$ cat config.mk
export PLATFORM = sky130hd
export DESIGN_NAME = ack_copy_tree
export DESIGN_NICKNAME = d
export VERILOG_FILES = /design/src/rtl/ack_tree_pkg.sv /design/src/rtl/ack_tree_ctrl.sv /design/src/rtl/ack_tree_celem.sv /design/src/rtl/ack_tree_datapath.sv /design/src/rtl/ack_copy_tree.sv
export SDC_FILE = /design/constraint.sdc
export NUM_CORES = 1
export LEC_CHECK = 0
export BUFFER_PORTS_ARGS = -buffer_cell sky130_fd_sc_hd__buf_2
export CAP_MARGIN = 20
export CELL_PAD_IN_SITES_DETAIL_PLACEMENT = 1
export CELL_PAD_IN_SITES_GLOBAL_PLACEMENT = 2
export CORE_UTILIZATION = 32
export DETAILED_ROUTE_END_ITERATION = 10
export PLACE_DENSITY_LB_ADDON = 0.25
export SLEW_MARGIN = 20
export SYNTH_ARGS = -nofsm -noshare
export SYNTH_HDL_FRONTEND = slang
export SYNTH_SLANG_ARGS = --single-unit
$ cat constraint.sdc
create_clock -name clk -period 2.1 [get_ports clk]
set_input_delay 0.21 -clock clk [delete_from_list [all_inputs] [get_ports clk]]
set_output_delay 0.21 -clock clk [all_outputs]
set_load 0.02 [all_outputs]
$ cat src/rtl/ack_tree_pkg.sv
package ack_tree_pkg;

  // Strobes from the control half to the element datapath.
  typedef struct packed {
    logic clearState;  // force every element low this edge
    logic evalEnable;  // let elements follow their inputs this edge
  } treeStrobe_t;

endpackage

$ cat src/rtl/ack_tree_ctrl.sv
module ack_tree_ctrl
  import ack_tree_pkg::*;
#(
  parameter int CFG_W = 24
) (
  input  logic             clk,
  input  logic             rstN,
  input  logic             cfgWe,
  input  logic [CFG_W-1:0] cfgWord,
  output logic [CFG_W-1:0] cfgQ,
  output treeStrobe_t      strobe
);

  // All-ones marks every element input unused after reset.
  always_ff @(posedge clk or negedge rstN) begin
    if (!rstN) begin
      cfgQ <= '1;
    end else if (cfgWe) begin
      cfgQ <= cfgWord;
    end
  end

  always_comb begin
    strobe.clearState = cfgWe;
    strobe.evalEnable = ~cfgWe;
  end

endmodule

$ cat src/rtl/ack_tree_celem.sv
module ack_tree_celem (
  input  logic clk,
  input  logic rstN,
  input  logic clear,
  input  logic en,
  input  logic active,
  input  logic inA,
  input  logic inB,
  output logic q
);

  always_ff @(posedge clk or negedge rstN) begin
    if (!rstN) begin
      q <= 1'b0;
    end else if (clear) begin
      q <= 1'b0;
    end else if (en) begin
      if (!active) begin
        q <= 1'b0;
      end else if (inA && inB) begin
        q <= 1'b1;
      end else if (!inA && !inB) begin
        q <= 1'b0;
      end
    end
  end

endmodule

$ cat src/rtl/ack_tree_datapath.sv
module ack_tree_datapath
  import ack_tree_pkg::*;
#(
  parameter int NC    = 5,
  parameter int NODES = NC - 1,
  parameter int SEL_W = 3,
  parameter int CFG_W = 2 * NODES * SEL_W
) (
  input  logic             clk,
  input  logic             rstN,
  input  logic [NC-1:0]    ackIn,
  input  logic [CFG_W-1:0] cfgQ,
  input  treeStrobe_t      strobe,
  output logic [NODES-1:0] tapQ,
  output logic [NODES-1:0] effA,
  output logic [NODES-1:0] effB,
  output logic [NODES-1:0] nodeActive
);

  localparam int PORTS = 2 * NODES;
  localparam logic [SEL_W-1:0] CHILD_CODE = SEL_W'(NC);

  logic [PORTS-1:0] portVal;
  logic [PORTS-1:0] portUsed;

  function automatic logic pickAck(input logic [SEL_W-1:0] code,
                                   input logic [NC-1:0] acks);
    logic hit;
    hit = 1'b0;
    for (int j = 0; j < NC; j++) begin
      if (code == SEL_W'(j)) hit = acks[j];
    end
    return hit;
  endfunction

  // One selector per element input; the child option exists only where the
  // heap position of the child falls inside the tree.
  for (genvar p = 0; p < PORTS; p++) begin : g_port
    localparam int OWNER = p / 2;
    localparam int SIDE  = p % 2;
    localparam int CHILD = 2 * OWNER + 1 + SIDE;
    logic [SEL_W-1:0] code;
    assign code = cfgQ[p*SEL_W +: SEL_W];
    if (CHILD < NODES) begin : g_child
      assign portVal[p]  = (code == CHILD_CODE) ? tapQ[CHILD] : pickAck(code, ackIn);
      assign portUsed[p] = (code <= CHILD_CODE);
    end else begin : g_leaf
      assign portVal[p]  = pickAck(code, ackIn);
      assign portUsed[p] = (code < CHILD_CODE);
    end
  end

  // Elements: an unused side mirrors the used one.
  for (genvar n = 0; n < NODES; n++) begin : g_node
    assign nodeActive[n] = portUsed[2*n] | portUsed[2*n+1];
    assign effA[n] = portUsed[2*n]   ? portVal[2*n]   : portVal[2*n+1];
    assign effB[n] = portUsed[2*n+1] ? portVal[2*n+1] : portVal[2*n];

    ack_tree_celem u_celem (
      .clk    (clk),
      .rstN   (rstN),
      .clear  (strobe.clearState),
      .en     (strobe.evalEnable),
      .active (nodeActive[n]),
      .inA    (effA[n]),
      .inB    (effB[n]),
      .q      (tapQ[n])
    );
  end

endmodule

$ cat src/rtl/ack_copy_tree.sv
module ack_copy_tree
  import ack_tree_pkg::*;
#(
  parameter  int NC    = 5,
  localparam int NODES = NC - 1,
  localparam int SEL_W = $clog2(NC + 2),
  localparam int CFG_W = 2 * NODES * SEL_W
) (
  input  logic             clk,
  input  logic             rstN,
  input  logic             cfgWe,
  input  logic [CFG_W-1:0] cfgWord,
  input  logic [NC-1:0]    ackIn,
  output logic [NODES-1:0] tapOut
);

  logic [CFG_W-1:0] cfgQ;
  treeStrobe_t      strobe;
  logic [NODES-1:0] effA;
  logic [NODES-1:0] effB;
  logic [NODES-1:0] nodeActive;

  ack_tree_ctrl #(.CFG_W(CFG_W)) u_ctrl (
    .clk     (clk),
    .rstN    (rstN),
    .cfgWe   (cfgWe),
    .cfgWord (cfgWord),
    .cfgQ    (cfgQ),
    .strobe  (strobe)
  );

  ack_tree_datapath #(
    .NC(NC), .NODES(NODES), .SEL_W(SEL_W), .CFG_W(CFG_W)
  ) u_dp (
    .clk        (clk),
    .rstN       (rstN),
    .ackIn      (ackIn),
    .cfgQ       (cfgQ),
    .strobe     (strobe),
    .tapQ       (tapOut),
    .effA       (effA),
    .effB       (effB),
    .nodeActive (nodeActive)
  );

endmodule

==> metrics.txt <==
Hold Fails Final Rpt 0; clock root cell clkbuf_8; Cell Area, Synth approximately 1600 um^2; Peak VDD IR 0.2548 mV; Critical Path Start Type flip-flop; Hold Path End u_ctrl.cfgQ[4]$_DFFE_PN1P_; routability cong. 0.8025; Crit. Startpoint u_ctrl.cfgQ[9]$_DFFE_PN1P_; clock sink count 28; yosys warns 0; syn nets 170; final setup fails 1; Bufs on Longest Clock Path 2; CP Cell Sequence mux4_2 > nor2b_1 > a31oi_1 > mux2i_1 > ha_1 > mux2i_1 > nor2_1 > o21a_1; GRT Total Usage about 16%; Arr. time, crit path 2.40 ns; measured slew at the worst slew-check pin between 0.6 and 0.7 ns; Worst path depth 8; max-slew violation count 0; initial antenna violation count 0; skew final roughly 0.003 ns; Storage cell area about 730 um^2; Detailed Routing Iterations Pass 1 3; Min-Delay Path Depth 3; relative slew slack 57.11%; final std cells w/o fill 241; final worst setup slack -0.1327 ns; total core area slightly below 5000 um^2; Worst path slowest cell dfstp_2; DR DRC count 0; PD cells 703.2 nW/um^2; violated checks setup timing; synthesized instance count 134; min cycle time layout 2.233 ns; CTS buffer count 3; H-Tree Depth 1; final net count 211; # IOs 36; Worst R2R Start u_ctrl.cfgQ[9]$_DFFE_PN1P_; distinct cell type count after synthesis 27; WL met3 92 um; required time of the critical path 2.27 ns; layout cells sized above 1 60.92%; sum of buffers and inverters on the critical path 0; Layout fillers approximately 560; Die ar. 5408 um^2; CTS tree built; Reg2Reg Depth 8; CP Capture Type flip-flop; HP Class primary input to flip-flop; DP Wirelength 2835 um; vias per std cell 5.021; WL final around 3800 um; max incr delay on CP 0.56 ns; Inst Count DP 233; worst-skew pair later-pin latency 0.27 ns; wire length on met2 2029 um; most common cell after layout, fill and taps aside buf_2; RR Endpoint u_dp.g_node[1].u_celem.q$_DFFE_PN0P_; ratio of final minimum period to clock period 106.3%; Top cell by count, worst path mux2i_1; placed cell area 1883 um^2; row cnt 25; Initial Util 34.00%; most frequent cells in the layout buf_2 (35), dfstp_2 (24), mux2_2 (22); vias around 1200; Area growth, synth to finish 21.39%; Leakage 0.0008637 uW; register area share after synthesis 44.61%; I/O Buffers 35; Iter 0 DRT Violations 37; CTS clk-pin slew, worst paths about 0.10 ns; FMAX 447.9 MHz; fin area 1988 um^2; top sig layer met4; FF-to-FF setup slack -0.13 ns; worst hold slack 0.1544 ns; Setup CP Type flip-flop to flip-flop; critical path's top delay family multiplexers; pin count of the biggest net entering global routing 31; synthesis-stage register bit count 28; Routed Antenna Nets 0; Die Ht approximately 74 um; utilization after layout 41.27%; die width 73.54 um; Worst Path Max Fanout 2; Multi-input gate area 869.6 um^2; Antenna Cells 0; global route overflow 0; number of global-route vias before repair 1324; max_cap viols 0; wire length on met1 around 1700 um; wire per inst 15.95 um; status finished with violations; hold wc startpoint cfgWord[4]; Syn Area/Cell between 10 and 15 um^2; first-pass GRT wire length 6320 um; RSZ-0062 raised after global routing true
tightest hold or removal path: stages:
cell	delay, ns
buf_2	0.08
nand2_1	0.04
o21ai_0	0.06
state kept, by name (all words and copies together), names as in the netlist:
name / cells
u_dp.g_node.u_celem.q: 4
u_ctrl.cfgQ: 24
per-layer routing:
layer,global-route usage (%),vias up
li1,-,571
met1,19.15,616
met2,28.75,21
met3,2.058,2
met4,3.846,0
met5,0,-
layout make-up:
class	count	area share, %
clock buffer	4	2.769
inverter	3	0.5664
multi-input combinational	96	43.74
sequential	28	36.75
tap	67	4.216
timing repair buffer	43	11.96
per-stage QoR:
step / worst slack [ns] / power, uW / setup TNS (ns)
final: -0.1327 / 1398 / -0.1327
after global routing: -0.2153 / 1492 / -0.3879
after CTS: -0.1476 / 1402 / -0.2100
after detailed placement: -0.1182 / 1046 / -0.2213
after global placement: -0.02807 / 1021 / -0.03244
after floorplan: -0.002050 / 930.8 / -0.002050
repair_timing:
item / CTS / global route
resized for setup: 2 / 10
endpoints found under the setup margin: 3 / 4
hold buffers: 1 / 0
pin swaps: 3 / 2
setup buffers: 0 / 3
endpoints found under the hold margin: 4 / 0
gates cloned: 0 / 0
worst max-delay path by stage:
stage                                           endpoint  slack (ns)
floorplan           u_dp.g_node[1].u_celem.q$_DFFE_PN0P_      -0.002
detailed placement  u_dp.g_node[1].u_celem.q$_DFFE_PN0P_       -0.12
global route        u_dp.g_node[1].u_celem.q$_DFFE_PN0P_       -0.22
CTS                 u_dp.g_node[1].u_celem.q$_DFFE_PN0P_       -0.15
finish              u_dp.g_node[1].u_celem.q$_DFFE_PN0P_       -0.13
global placement    u_dp.g_node[1].u_celem.q$_DFFE_PN0P_       -0.03
cell families (layout without fill, tap and decap cells):
family | after synthesis | in the layout | synth area share, %
DFF | 28 | 28 | 44.61
AOI/OAI and AO/OA | 22 | 22 | 8.403
adders and majority gates | 4 | 4 | 3.056
muxes | 41 | 41 | 32.77
buffers and inverters | 10 | 50 | 3.361
and+or+nand+nor | 29 | 29 | 7.793
power by group:
group          internal (uW)  switching (uW)
registers                631            57.5
logic                    205             169
clock network            168             168
total                   1000             395
synthesized netlist by cell type (all sizes together):
master	n	area, um^2
o21ai	9	45.04
a31oi	1	6.260
dfrtp	4	100.1
or2	1	6.260
nand2	7	26.28
mux4	7	168.9
nor2b	1	6.260
o32ai	1	8.760
a22oi	2	15.01
clkbuf	1	3.750
nor2	13	48.80
nand2b	1	6.260
a311oi	2	17.52
inv	3	11.26
dfstp	24	630.6
mux2i	12	120.1
buf	6	40.04
and4	1	8.760
o21a	2	15.01
a21o	2	15.01
a21oi	3	15.01
mux2	22	247.7
nor3	5	25.02
ha	4	50.05
No activity file was read; power rests on OpenSTA's default activity.
